**config.mk**
```make
export PLATFORM = sky130hd
export DESIGN_NAME = scan_sampler
export DESIGN_NICKNAME = d
export VERILOG_FILES = /design/src/rtl/sampler_pkg.sv /design/src/rtl/scan_ctrl.sv /design/src/rtl/scan_datapath.sv /design/src/rtl/scan_sampler.sv
export SDC_FILE = /design/constraint.sdc
export NUM_CORES = 1
export LEC_CHECK = 0
export ABC_AREA = 1
export ABC_CLOCK_PERIOD_IN_PS = 3400
export BUFFER_PORTS_ARGS = -buffer_cell sky130_fd_sc_hd__buf_2
export CORE_MARGIN = 3
export CORE_UTILIZATION = 55
export DETAILED_ROUTE_END_ITERATION = 8
export GPL_ROUTABILITY_DRIVEN = 0
export PLACE_DENSITY_LB_ADDON = 0.3
export SLEW_MARGIN = 5
export SYNTH_ARGS = -nofsm -noshare
export SYNTH_HDL_FRONTEND = slang
export SYNTH_SLANG_ARGS = --single-unit
```
**constraint.sdc**
```tcl
create_clock -name clk -period 3.4 [get_ports clk]
set_clock_uncertainty 0.2 [all_clocks]
set_input_delay 0.68 -clock clk [delete_from_list [all_inputs] [get_ports clk]]
set_output_delay 0.68 -clock clk [all_outputs]
set_load 0.03 [all_outputs]
```
**src/rtl/sampler_pkg.sv**
```systemverilog
package sampler_pkg;
  // strobes from the sequencer to the datapath
  typedef struct packed {
    logic capture;  // latch convData into the holding slot
    logic arm;      // copy shadow pointer/length into the active buffer
  } ctrlStrobe_t;
endpackage

```
**src/rtl/scan_ctrl.sv**
```systemverilog
module scan_ctrl
  import sampler_pkg::*;
#(
  parameter int NUM_CH   = 4,
  parameter int CONV_LAT = 3,
  localparam int CH_W    = (NUM_CH > 1) ? $clog2(NUM_CH) : 1,
  localparam int LAT_W   = $clog2(CONV_LAT + 1)
) (
  input  logic              clk,
  input  logic              rstN,
  input  logic              sampleTask,
  input  logic              startTask,
  input  logic              linkMode,
  input  logic [NUM_CH-1:0] chanEnable,
  input  logic              endEvent,
  output ctrlStrobe_t       strobe,
  output logic [CH_W-1:0]   convChan,
  output logic              busy,
  output logic              trigIgnored
);
  logic [LAT_W-1:0] latCnt;
  logic             firstFound, nextFound;
  logic [CH_W-1:0]  firstIdx, nextIdx;
  logic             lastCycle;

  // lowest enabled channel, and lowest enabled channel above the current one
  always_comb begin
    firstFound = 1'b0;
    firstIdx   = '0;
    nextFound  = 1'b0;
    nextIdx    = '0;
    for (int i = NUM_CH - 1; i >= 0; i--) begin
      if (chanEnable[i]) begin
        firstFound = 1'b1;
        firstIdx   = CH_W'(i);
      end
      if (chanEnable[i] && (i > int'(convChan))) begin
        nextFound = 1'b1;
        nextIdx   = CH_W'(i);
      end
    end
  end

  assign lastCycle      = busy && (latCnt == LAT_W'(CONV_LAT - 1));
  assign strobe.capture = lastCycle;
  assign strobe.arm     = startTask || (linkMode && endEvent);

  always_ff @(posedge clk or negedge rstN) begin
    if (!rstN) begin
      busy        <= 1'b0;
      convChan    <= '0;
      latCnt      <= '0;
      trigIgnored <= 1'b0;
    end else begin
      trigIgnored <= busy && sampleTask;
      if (!busy) begin
        if (sampleTask && firstFound) begin
          busy     <= 1'b1;
          convChan <= firstIdx;
          latCnt   <= '0;
        end
      end else if (lastCycle) begin
        latCnt <= '0;
        if (nextFound) convChan <= nextIdx;
        else           busy     <= 1'b0;
      end else begin
        latCnt <= latCnt + 1'b1;
      end
    end
  end
endmodule

```
**src/rtl/scan_datapath.sv**
```systemverilog
module scan_datapath
  import sampler_pkg::*;
#(
  parameter int ADDR_W = 16,
  parameter int DATA_W = 12,
  parameter int LEN_W  = 8
) (
  input  logic              clk,
  input  logic              rstN,
  input  ctrlStrobe_t       strobe,
  input  logic [DATA_W-1:0] convData,
  input  logic [ADDR_W-1:0] shadowPtr,
  input  logic [LEN_W-1:0]  shadowLen,
  input  logic              dmaAck,
  output logic              dmaReq,
  output logic [ADDR_W-1:0] dmaAddr,
  output logic [DATA_W-1:0] dmaData,
  output logic              endEvent,
  output logic              overflowPulse
);
  logic [DATA_W-1:0] slotData;
  logic              slotValid;
  logic              armed;
  logic [ADDR_W-1:0] wrAddr;
  logic [LEN_W-1:0]  remaining;
  logic              transfer;

  assign dmaReq   = slotValid && armed;
  assign transfer = dmaReq && dmaAck;
  assign dmaAddr  = wrAddr;
  assign dmaData  = slotData;

  always_ff @(posedge clk or negedge rstN) begin
    if (!rstN) begin
      slotData      <= '0;
      slotValid     <= 1'b0;
      armed         <= 1'b0;
      wrAddr        <= '0;
      remaining     <= '0;
      endEvent      <= 1'b0;
      overflowPulse <= 1'b0;
    end else begin
      overflowPulse <= 1'b0;
      endEvent      <= transfer && (remaining == LEN_W'(1));

      // single holding slot: a new result always wins
      if (strobe.capture) begin
        slotData      <= convData;
        slotValid     <= 1'b1;
        overflowPulse <= slotValid && !transfer;
      end else if (transfer) begin
        slotValid <= 1'b0;
      end

      if (strobe.arm) begin
        wrAddr    <= shadowPtr;
        remaining <= shadowLen;
        armed     <= (shadowLen != '0);
      end else if (transfer) begin
        wrAddr    <= wrAddr + 1'b1;
        remaining <= remaining - 1'b1;
        if (remaining == LEN_W'(1)) armed <= 1'b0;
      end
    end
  end
endmodule

```
**src/rtl/scan_sampler.sv**
```systemverilog
module scan_sampler
  import sampler_pkg::*;
#(
  parameter int NUM_CH   = 4,
  parameter int CONV_LAT = 3,
  parameter int ADDR_W   = 16,
  parameter int DATA_W   = 12,
  parameter int LEN_W    = 8,
  localparam int CH_W    = (NUM_CH > 1) ? $clog2(NUM_CH) : 1
) (
  input  logic              clk,
  input  logic              rstN,
  input  logic              sampleTask,
  input  logic              startTask,
  input  logic              linkMode,
  input  logic [NUM_CH-1:0] chanEnable,
  input  logic [ADDR_W-1:0] shadowPtr,
  input  logic [LEN_W-1:0]  shadowLen,
  output logic [CH_W-1:0]   convChan,
  input  logic [DATA_W-1:0] convData,
  output logic              dmaReq,
  input  logic              dmaAck,
  output logic [ADDR_W-1:0] dmaAddr,
  output logic [DATA_W-1:0] dmaData,
  output logic              endEvent,
  output logic              overflowPulse,
  output logic              trigIgnored,
  output logic              scanBusy
);
  ctrlStrobe_t strobe;

  scan_ctrl #(.NUM_CH(NUM_CH), .CONV_LAT(CONV_LAT)) u_ctrl (
    .clk(clk), .rstN(rstN), .sampleTask(sampleTask), .startTask(startTask),
    .linkMode(linkMode), .chanEnable(chanEnable), .endEvent(endEvent),
    .strobe(strobe), .convChan(convChan), .busy(scanBusy), .trigIgnored(trigIgnored)
  );

  scan_datapath #(.ADDR_W(ADDR_W), .DATA_W(DATA_W), .LEN_W(LEN_W)) u_dp (
    .clk(clk), .rstN(rstN), .strobe(strobe), .convData(convData),
    .shadowPtr(shadowPtr), .shadowLen(shadowLen), .dmaAck(dmaAck),
    .dmaReq(dmaReq), .dmaAddr(dmaAddr), .dmaData(dmaData),
    .endEvent(endEvent), .overflowPulse(overflowPulse)
  );
endmodule

```
After elaboration in Yosys (flattened, before gate mapping)
Cells that the tools add are included.
{ "classes": {"reduce_logical": 20, "n_lt_le_gt_ge": 3, "muxes": 35, "addsub": 3, "eq_ne": 4} }
{ "op_table": {"columns": ["op", "n"], "rows": [
  ["$mux W16", 2],
  ["$mux W2", 14],
  ["$mux W1", 17],
  ["$add A16 B1 Y16 const B", 1],
  ["$mux W8", 2],
  ["$logic_and A1 B1 Y1", 11],
  ["$eq A8 B1 Y1 const B", 1],
  ["$reduce_bool A2 Y1", 4],
  ["$reduce_bool A8 Y1", 1],
  ["$sub A8 B1 Y8 const B", 1],
  ["$gt A2 B2 Y1 const A", 2],
  ["$ne A2 B2 Y1 const B", 2],
  ["$reduce_and A3 Y1", 1],
  ["$add A2 B1 Y2 const B", 1],
  ["$eq A2 B2 Y1 const B", 1],
  ["$gt A1 B2 Y1 const A", 1],
  ["$reduce_and A2 Y1", 1],
  ["$logic_not A1 Y1", 1],
  ["$logic_or A1 B1 Y1", 1]
]} }
{ "totals": {"reg_bits": 46, "word_cells": 76} }

Logic depth before layout (Yosys ltp)
Gate-level depths: netlist of run 1.
{ "logic_depth": {"depth_word": 8, "depth_mapped": 7, "mapped_depth_nobuf": 7} }

Cells and area by module
Synthesis of run 1 repeated with hierarchy kept, for this count alone.
{ "hier_totals": {"cells_unflattened": 365, "area_unflattened_um2": 2667.6} }
{ "by_module_without_submodules": {"columns": ["module", "cells_each", "area_per_inst_um2", "n_inst", "seq_area_each_um2"], "rows": [
  ["scan_datapath", 307, 2285.9, 1, 1001.0],
  ["scan_ctrl", 58, 381.6, 1, 150.1]
]} }

Worst setup path before layout of run 1
Ideal clock, no wire load.
{ "synth_path": {"kind": "input to register", "from": "in linkMode", "to": "reg u_dp.remaining[5]", "setup_slack_ns": 1.698, "path_stages": 5, "t_arrival_ns": 1.378, "path_cell_list": "a21oi_4 -> inv_1 -> buf_2 -> a22oi_1 -> nand2_1"} }
{ "synth_between": {"elab_chain_cells": 3, "word_cells_on_any_way": 4, "classes_between": "mux (1); reduce/logical (3)"} }
{ "synth_lines": {"columns": ["item", "line_no", "rtl"], "rows": [
  ["start, declared", "scan_sampler.sv:15", "input logic linkMode,"],
  ["$logic_and A1 B1 Y1 (*)", "scan_ctrl.sv:46", "assign strobe.arm = startTask || (linkMode && endEvent);"],
  ["$logic_or A1 B1 Y1 (*)", "scan_ctrl.sv:46", null],
  ["$mux W8 or $reduce_bool A2 Y1 (tied branches)", null, null],
  ["end signal, assigned", "scan_datapath.sv:57", "remaining <= shadowLen;"],
  ["end signal, assigned", "scan_datapath.sv:61", "remaining <= remaining - 1'b1;"],
  ["end, declared", "scan_datapath.sv:25", "logic [LEN_W-1:0] remaining;"]
]} }
Every way passes the cells marked *; elsewhere a longest branch is shown, timed or not.
A chain may end at the register's enable or synchronous reset.

Final worst setup path of run 1
{ "layout_path": {"from": "in linkMode", "to": "reg u_dp.wrAddr[6], in the netlist u_dp.dmaAddr[6]"} }
{ "layout_between": {"elab_chain_cells": 3, "word_cells_on_any_way": 4, "classes_between": "mux (1); reduce/logical (3)"} }
{ "layout_lines": {"columns": ["item", "line_no", "rtl"], "rows": [
  ["$logic_and A1 B1 Y1 (*)", "scan_ctrl.sv:46", null],
  ["$logic_or A1 B1 Y1 (*)", "scan_ctrl.sv:46", null],
  ["$mux W16 or $reduce_bool A2 Y1 (tied branches)", null, null],
  ["end signal, assigned", "scan_datapath.sv:56", "wrAddr <= shadowPtr;"],
  ["end signal, assigned", "scan_datapath.sv:60", "wrAddr <= wrAddr + 1'b1;"],
  ["end, declared", "scan_datapath.sv:24", "logic [ADDR_W-1:0] wrAddr;"]
]} }
Marked as above.

==> results of run 1 <==
## final timing paths
kind,endpoint,slack [ns],cells after the start,from
worst min register to register,u_dp.dmaData[8],0.27,2,u_dp.dmaData[8]
worst min-delay path,u_dp.dmaData[8],0.27,2,u_dp.dmaData[8]
max in group asynchronous,u_dp.dmaAddr[7],2.03,1,rstN
worst max-delay path,u_dp.dmaAddr[6],1.40,8,linkMode
worst max register to register,u_dp.dmaAddr[6],1.48,7,u_dp.endEvent
min in group asynchronous,u_dp.dmaAddr[9],0.34,1,rstN
## cell families (layout without fill, tap and decap cells)
| group | after synthesis | after routing | synth area share (%) |
|---|---|---|---|
| AOI/OAI and AO/OA | 38 | 38 | 8.92 |
| xor gates and xnor gates | 5 | 5 | 1.69 |
| adders and majority gates | 3 | 3 | 1.45 |
| buffers and inverters | 59 | 140 | 9.41 |
| DFF | 46 | 46 | 44.4 |
| and+or+nand+nor | 207 | 207 | 34.2 |
## cell usage in the layout (no fill, tap or decap), types with 2 or more instances in the layout
cell type / n
nand2_1: 126
buf_2: 80
inv_1: 48
dfrtp_1: 46
nand3_1: 43
nor2_1: 27
o21ai_0: 21
o211ai_1: 6
nand4_1: 5
clkbuf_8: 5
inv_2: 4
xor2_1: 3
o22ai_1: 3
a21oi_1: 3
ha_1: 3
nor3_4: 2
xnor2_1: 2
clkinvlp_4: 2
## critical path: stages
cell     delay [ns]
buf_2          0.11
a21oi_4        0.25
nand2_1        0.36
inv_1          0.39
nand2_1        0.08
nand2_1        0.07
inv_1          0.04
o21ai_0        0.05
## cell type report
type / count / area (um2)
Multi-Input combinational cell: 253 / 1200
Timing Repair Buffer: 80 / 400
Fill cell: 385 / 1340
Sequential cell: 46 / 1150
Clock inverter: 3 / 23.8
Inverter: 52 / 195
Clock buffer: 5 / 68.8
Tap cell: 52 / 65.1
## flip-flops by register name, indices dropped and copies added, names as in the netlist
register and flops:
u_ctrl.latCnt 2, u_dp.dmaAddr 16, u_ctrl.convChan 2, u_dp.slotValid 1, u_ctrl.busy 1, u_dp.overflowPulse 1
u_dp.armed 1, u_dp.remaining 8, u_dp.endEvent 1, u_ctrl.trigIgnored 1, u_dp.dmaData 12
## report_power, final
group	internal [mW]	leakage [nW]	switching, mW
Clock	0.147	0.0408	0.204
Sequential	0.707	0.561	0.134
Combinational	0.269	1.11	0.629
## metrics by stage
stage / hold WS [ns] / cell area, um2 / std cells
2_1_floorplan: 0.184 / 2590 / 358
3_3_place_gp: 0.250 / 3010 / 483
3_5_place_dp: 0.254 / 3010 / 483
4_1_cts: 0.277 / 3100 / 491
5_1_grt: 0.302 / 3100 / 491
6_report: 0.271 / 3100 / 491
## metal layers
layer	GRT usage, %	up-vias	routed length [um]
met5	0	-	0
met4	7.71	0	85
met3	5.74	11	494
met2	39.1	104	2830
met1	30.8	1197	2700
li1	-	1298	-
==> results.py, run 1 <==
metrics = {
    "run_status": {
        "outcome": "completed",
    },
    "synthesis": {
        "yosysTopAreaCellShare_pct": 44.4,
        "netlist_top_cells_count": "nand2_1, inv_1, dfrtp_1, nand3_1, nor2_1",
        "async_flop_share_pct": 100,
        "ys_types": 28,
        "syn_nets": 407,
        "synth_top_area_cell": "dfrtp_1",
        "syn-cell-area_um2": 2590,
        "syn_avg_cell_area_um2": 7.25,
        "synthFlopType": "dfrtp_1",
        "yosys.cell_count.top_type": "nand2_1",
        "ys_seq_area_share_pct": 44.4,
        "synth_warnings": 0,
        "synth_area_leaders": "dfrtp_1, nand2_1, nand3_1",
        "synth_edf_count": 0,
        "ys_seq_elements": 46,
        "syn_inst": 358,
    },
    "timing": {
        "finalSetupViolations": 0,
        "drv_slew": 0,
        "layout_setup_ws_ns": 1.40,
        "grt_setup_unrepaired": "no",
        "hold_viol": 0,
        "timing.fmax_mhz": 501,
        "max_slew_margin_pct": 32.1,
        "tightestPinTransition_ns": 1.02,
        "setup_tns_ns": 0,
        "period_minus_slack_ns": 2.00,
        "finalCritPeriodShare_pct": 58.7,
    },
    "worst_setup_path": {
        "critPathArrivalTime_ns": 2.03,
        "cp_max_fo": 13,
        "worstPathRequired_ns": 3.44,
        "endpoint_kind": "flop",
        "criticalPathCategory": "in -> reg",
        "critPathLaunchType": "input port",
    },
    "route": {
        "vias_per_cell": 5.32,
        "first_iter_violations": 198,
        "vias": 2610,
        "drt.antenna.violating_nets": 0,
        "drc": 0,
        "routed_wl_mm": 6.11,
        "dr.pass1.iters": 5,
        "post_drt_wl_per_cell_um": 12.4,
    },
    "clock_network": {
        "cts.sinks": 46,
        "clk_latency_ns": 0.31,
        "htree_levels": 2,
        "clock_path_buffers": 2,
        "root_buffer": "clkbuf_8",
        "cts_hold_buf": 0,
        "cts.clk_slew.worst_paths_ns": 0.09,
        "cts_tree": "built",
        "ctsResizeCount": 0,
        "cts_buffers": 5,
        "cts_setup_buffers": 0,
    },
    "power": {
        "p_leak_nw": 1.71,
        "ir_drop_uv": 504,
        "power_density_nw_per_um2": 674,
        "p_total_mw": 2.09,
    },
    "floorplan": {
        "core_um2": 4440,
        "fp.dieH_um": 74.7,
        "initial_utilization_pct": 58.4,
        "dieArea_um2": 5580,
        "fp.dieW_um": 74.7,
        "io_pins": 81,
        "fp-row-count": 24,
    },
    "layout": {
        "layout.nets": 487,
        "antenna_cells": 0,
        "drive_above_1_share_pct": 22.3,
        "finalCoreUtilization_pct": 69.8,
        "syn2layout_area_growth_pct": 19.6,
    },
    "placed_design": {
        "dp_slack_ns": 1.10,
        "portBuffers": 80,
        "post-dp-hpwl_mm": 4.46,
    },
    "job": {
        "maxCapViolations": 0,
    },
    "global_routing": {
        "grt_pass1_vias": 2434,
        "grt_usage_pct": 23.7,
        "grt_pass1_wl_mm": 10.4,
        "grt_max_degree": 47,
        "grt-ovfl-total": 0,
        "antenna_found_initial": 0,
    },
    "min_path": {
        "min_path_type": "reg -> reg",
    },
}
(Power assumes the default switching activity.)
==> inputs of run 2 (changes only) <==
ABC_CLOCK_PERIOD_IN_PS = 2100   (was 3400)
CORE_UTILIZATION = 51   (was 55)
clock period = 2.1 ns   (was 3.4 ns; I/O delays follow)
==> run 2 against run 1 <==
Effect of this change: the flow now finishes with violations (negative hold slack); via count shrank 1.1%; cell area up 1.5%; wire length grew 2.4%; highest routed layer unchanged; critical path type is now reg -> reg; worst setup slack worse by 1.0 ns; global-route usage down 1.6 points.
==> results.py, run 2 (synthesis results as in run 1) <==
metrics = {
    "clock_network": {
        "htree_levels": 2,
        "clk_latency_ns": 0.31,
        "cts_buffers": 5,
        "clock_path_buffers": 2,
        "root_buffer": "clkbuf_8",
        "cts.sinks": 46,
        "ctsResizeCount": 0,
        "cts_hold_buf": 0,
        "cts_setup_buffers": 0,
        "cts.clk_slew.worst_paths_ns": 0.09,
        "cts_tree": "built",
    },
    "layout": {
        "antenna_cells": 0,
        "layout_common_cells": "nand2_1, buf_2, inv_1, dfrtp_1, nand3_1",
        "layout_commonest_cell": "nand2_1",
        "layout.nets": 491,
        "fin_area_um2": 3150,
        "syn2layout_area_growth_pct": 21.5,
        "layout.cells.non_filler": 510,
        "largest_reg_flops": 16,
        "drive_above_1_share_pct": 22.8,
    },
    "route": {
        "drc": 0,
        "post_drt_wl_per_cell_um": 12.3,
        "routed_wl_mm": 6.26,
        "first_iter_violations": 128,
        "vias": 2582,
        "vias_per_cell": 5.06,
        "dr.pass1.iters": 5,
        "drt.antenna.violating_nets": 0,
    },
    "global_routing": {
        "grt-ovfl-total": 0,
        "grt_max_degree": 47,
        "grt_pass1_wl_mm": 10.7,
        "antenna_found_initial": 0,
        "grt_usage_pct": 22.1,
        "grt_pass1_vias": 2471,
    },
    "worst_setup_path": {
        "cp_max_fo": 22,
        "critPathArrivalTime_ns": 1.73,
        "worstPathRequired_ns": 2.10,
        "critPathLaunchType": "flop",
        "endpoint_kind": "flop",
        "criticalPathCategory": "reg -> reg",
    },
    "placed_design": {
        "portBuffers": 80,
        "post_dp_cell_area_um2": 3060,
        "dp.cells": 502,
        "post-dp-hpwl_mm": 4.47,
    },
    "power": {
        "p_total_mw": 3.41,
        "power_density_nw_per_um2": 1080,
        "ir_drop_uv": 783,
        "p_leak_nw": 1.74,
    },
    "timing": {
        "timing.fmax_mhz": 577,
        "finalSetupViolations": 0,
        "hold_viol": 11,
        "setup_tns_ns": 0,
        "grt_setup_unrepaired": "no",
        "tightestPinTransition_ns": 0.725,
        "drv_slew": 0,
        "finalCritPeriodShare_pct": 82.5,
        "period_minus_slack_ns": 1.73,
        "holdWs_ns": -0.0251,
        "max_slew_margin_pct": 51.6,
    },
    "run_status": {
        "outcome": "finished with violations",
        "violations": "negative hold slack",
    },
    "floorplan": {
        "io_pins": 81,
        "dieArea_um2": 5980,
        "fp.dieW_um": 77.3,
        "fp.dieH_um": 77.3,
        "core_um2": 4820,
        "fp-row-count": 25,
        "initial_utilization_pct": 53.8,
    },
    "job": {
        "maxCapViolations": 0,
    },
    "min_path": {
        "min_path_type": "in -> async",
    },
}
-- run 2: routing by layer --
| metal | GRT usage (%) | vias to the layer above | share of wire (%) |
|---|---|---|---|
| li1 | - | 1301 | - |
| met1 | 26.9 | 1165 | 42 |
| met2 | 35.9 | 102 | 47 |
| met3 | 7.39 | 14 | 9.0 |
| met4 | 8.90 | 0 | 1.8 |
| met5 | 0 | - | 0 |
-- run 2: final timing paths --
kind                                  from            endpoint  slack, ns  cells after the start
max in group asynchronous             rstN  u_dp.overflowPulse       1.31                      2
setup reg to reg             u_dp.endEvent     u_dp.dmaAddr[5]       0.37                      5
min in group clk               convData[9]     u_dp.dmaData[9]       0.12                      3
hold reg to reg            u_dp.dmaData[9]     u_dp.dmaData[9]       0.27                      2
setup / recovery             u_dp.endEvent     u_dp.dmaAddr[5]       0.37                      5
hold / removal                        rstN     u_dp.dmaAddr[7]      -0.03                      2
-- run 2: report_power, final --
group	switching, mW	internal [mW]	leakage, nW
Sequential	0.227	1.15	0.561
Combinational	1.01	0.451	1.13
Clock	0.306	0.266	0.0482
-- run 2: final cells by class --
class | instances | area [um2]
Fill cell | 433 | 1670
Inverter | 52 | 195
Tap cell | 67 | 83.8
Sequential cell | 46 | 1150
Clock inverter | 1 | 5.00
Clock buffer | 7 | 86.3
Multi-Input combinational cell | 253 | 1200
Timing Repair Buffer | 84 | 430
-- run 2: worst max-delay path, cell delays in order, from the launching register on --
cell and delay (ns):
dfrtp_1 0.41, a21oi_4 0.24, inv_1 0.38, nand2_1 0.15, o21ai_0 0.09, o21bai_1 0.15
-- run 2: per-stage QoR --
stage / util, % / worst slack (ns)
detailed placement: 63.5 / 0.215
CTS: 65.4 / 0.376
global placement: 63.5 / 0.274
global route: 65.4 / 0.233
floorplan: - / 0.425
finish: 65.4 / 0.368
==> inputs of run 3 (changes only) <==
ABC_CLOCK_PERIOD_IN_PS = 1400   (was 2100)
CORE_UTILIZATION = 46   (was 51)
clock period = 1.4 ns   (was 2.1 ns; I/O delays follow)
==> run 3 against run 2 <==
Effect of this change: total power is 85% higher; the flow finishes with violations (negative setup slack); flip-flop and latch count stayed put; sequential power increased by 49%; fmax is 14% higher; core utilization increased by 16 points; global-route usage rose by 2.3 points; hold slack improved by 0.027 ns.
==> results.py, run 3 (synthesis results as in run 1) <==
metrics = {
    "run_status": {
        "outcome": "finished with violations",
        "violations": "negative setup slack",
    },
    "worst_setup_path": {
        "critPathArrivalTime_ns": 1.57,
        "r2r_slack_ns": -0.12,
        "criticalPathCategory": "reg -> reg",
        "crit_start": "u_dp.endEvent",
        "cp_max_fo": 7,
        "endpoint_kind": "flop",
        "r2r_start": "u_dp.endEvent",
        "r2r-end": "u_dp.dmaAddr[14]",
        "critPathLaunchType": "flop",
        "r2r_cells": 6,
        "worstPathRequired_ns": 1.45,
        "cp-endpoint": "u_dp.dmaAddr[14]",
    },
    "route": {
        "vias_per_cell": 5.16,
        "vias": 3046,
        "first_iter_violations": 225,
        "drc": 0,
        "dr.pass1.iters": 5,
        "routed_wl_mm": 8.34,
        "drt.antenna.violating_nets": 0,
        "post_drt_wl_per_cell_um": 14.1,
    },
    "clock_network": {
        "cts.clk_slew.worst_paths_ns": 0.10,
        "cts.sinks": 46,
        "root_buffer": "clkbuf_8",
        "clock_path_buffers": 2,
        "cts_buffers": 5,
        "htree_levels": 2,
        "clk_latency_ns": 0.30,
        "cts_tree": "built",
    },
    "power": {
        "power_density_nw_per_um2": 1470,
        "p_leak_nw": 2.22,
        "p_total_mw": 6.31,
        "ir_drop_uv": 1320,
    },
    "placed_design": {
        "dp_slack_ns": -0.103,
        "post-dp-hpwl_mm": 5.06,
        "dp.cells": 529,
        "portBuffers": 80,
    },
    "timing": {
        "finalSetupViolations": 38,
        "drv_slew": 0,
        "grt_setup_unrepaired": "yes",
        "timing.fmax_mhz": 659,
        "period_minus_slack_ns": 1.52,
        "holdWs_ns": 0.00165,
        "max_slew_margin_pct": 76.2,
        "tightestPinTransition_ns": 0.357,
        "setup_tns_ns": -1.64,
        "layout_setup_ws_ns": -0.118,
        "finalCritPeriodShare_pct": 108,
        "hold_viol": 0,
    },
    "layout": {
        "layout_commonest_cell": "nand2_1",
        "layout_common_cells": "nand2_1, buf_2, inv_1, buf_4, dfrtp_1",
        "largest_reg_flops": 16,
        "drive_above_1_share_pct": 43.1,
        "antenna_cells": 0,
        "layout.cells.non_filler": 590,
        "syn2layout_area_growth_pct": 65.5,
        "layout.nets": 568,
    },
    "floorplan": {
        "core_um2": 5270,
        "dieArea_um2": 6580,
        "fp.dieH_um": 81.1,
        "fp-row-count": 26,
        "initial_utilization_pct": 49.2,
        "io_pins": 81,
        "fp.dieW_um": 81.1,
    },
    "min_path": {
        "min_path_type": "in -> reg",
    },
    "job": {
        "maxCapViolations": 0,
    },
    "global_routing": {
        "grt-ovfl-total": 0,
        "grt_pass1_wl_mm": 12.5,
        "grt_pass1_vias": 2861,
        "grt_usage_pct": 24.4,
        "grt_max_degree": 35,
        "antenna_found_initial": 0,
    },
}
[run 3: changes by cell type in the layout (fill, tap and decap cells not counted), moves of 15 or more]
| cell | delta |
|---|---|
| buf_4 | +40 |
| o21ai_0 | -16 |
| buf_6 | +36 |
| buf_2 | -21 |
| dlygate4sd3_1 | +15 |
[run 3: critical path, cell delays in order (launching register included)]
cell and delay, ns:
dfrtp_2 0.43, a21oi_4 0.22, nand2_4 0.16, buf_6 0.17
o21ai_1 0.14, inv_1 0.07, nand2_1 0.07
[run 3: cell type report]
type | instances | area (um2)
Multi-Input combinational cell | 254 | 1460
Timing Repair inverter | 3 | 28.8
Clock inverter | 3 | 21.3
Tap cell | 70 | 87.6
Sequential cell | 46 | 1160
Fill cell | 319 | 978
Inverter | 52 | 238
Clock buffer | 5 | 68.8
Timing Repair Buffer | 157 | 1230
[run 3: metrics by stage]
stage	util, %	instance area [um2]
3_3_place_gp	62.9	3310
2_1_floorplan	-	2660
3_5_place_dp	62.9	3310
6_report	81.4	4290
5_1_grt	81.4	4290
4_1_cts	75.3	3970
[run 3: what timing repair did]
item | in CTS | in global routing
hold buffers | 15 | 0
resized for setup | 74 | 70
gates cloned | 2 | 3
endpoints found under the hold margin | 27 | 0
endpoints found under the setup margin | 44 | 54
buffers inserted | 22 | 11
pin swaps | 11 | 14
[run 3: how the worst min path moves through the flow]
stage | from | depth (start not counted) | slack [ns] | endpoint
floorplan | rstN | 0 | -0.22 | u_ctrl.busy
global placement | rstN | 1 | 0.002 | u_dp.dmaAddr[13]
detailed placement | rstN | 1 | 0.006 | u_dp.dmaAddr[13]
CTS | shadowPtr[9] | 3 | 0.005 | u_dp.dmaAddr[9]
global route | shadowPtr[9] | 3 | 0.01 | u_dp.dmaAddr[9]
finish | shadowPtr[10] | 3 | 0.002 | u_dp.dmaAddr[10]
[run 3: metal layers]
layer / GRT usage (%) / vias up / wire length (um) / part of all wire, %
li1: - / 1460 / - / -
met1: 29.4 / 1409 / 3270 / 39
met2: 41.1 / 153 / 4160 / 50
met3: 7.65 / 24 / 704 / 8.4
met4: 8.61 / 0 / 204 / 2.4
met5: 0 / - / 0 / 0
[run 3: power by group]
part           total, mW  internal, mW  switching (mW)
combinational       3.43          1.42            2.01
sequential          2.04          1.73           0.307
clock              0.840         0.352           0.488
total               6.31          3.50            2.81
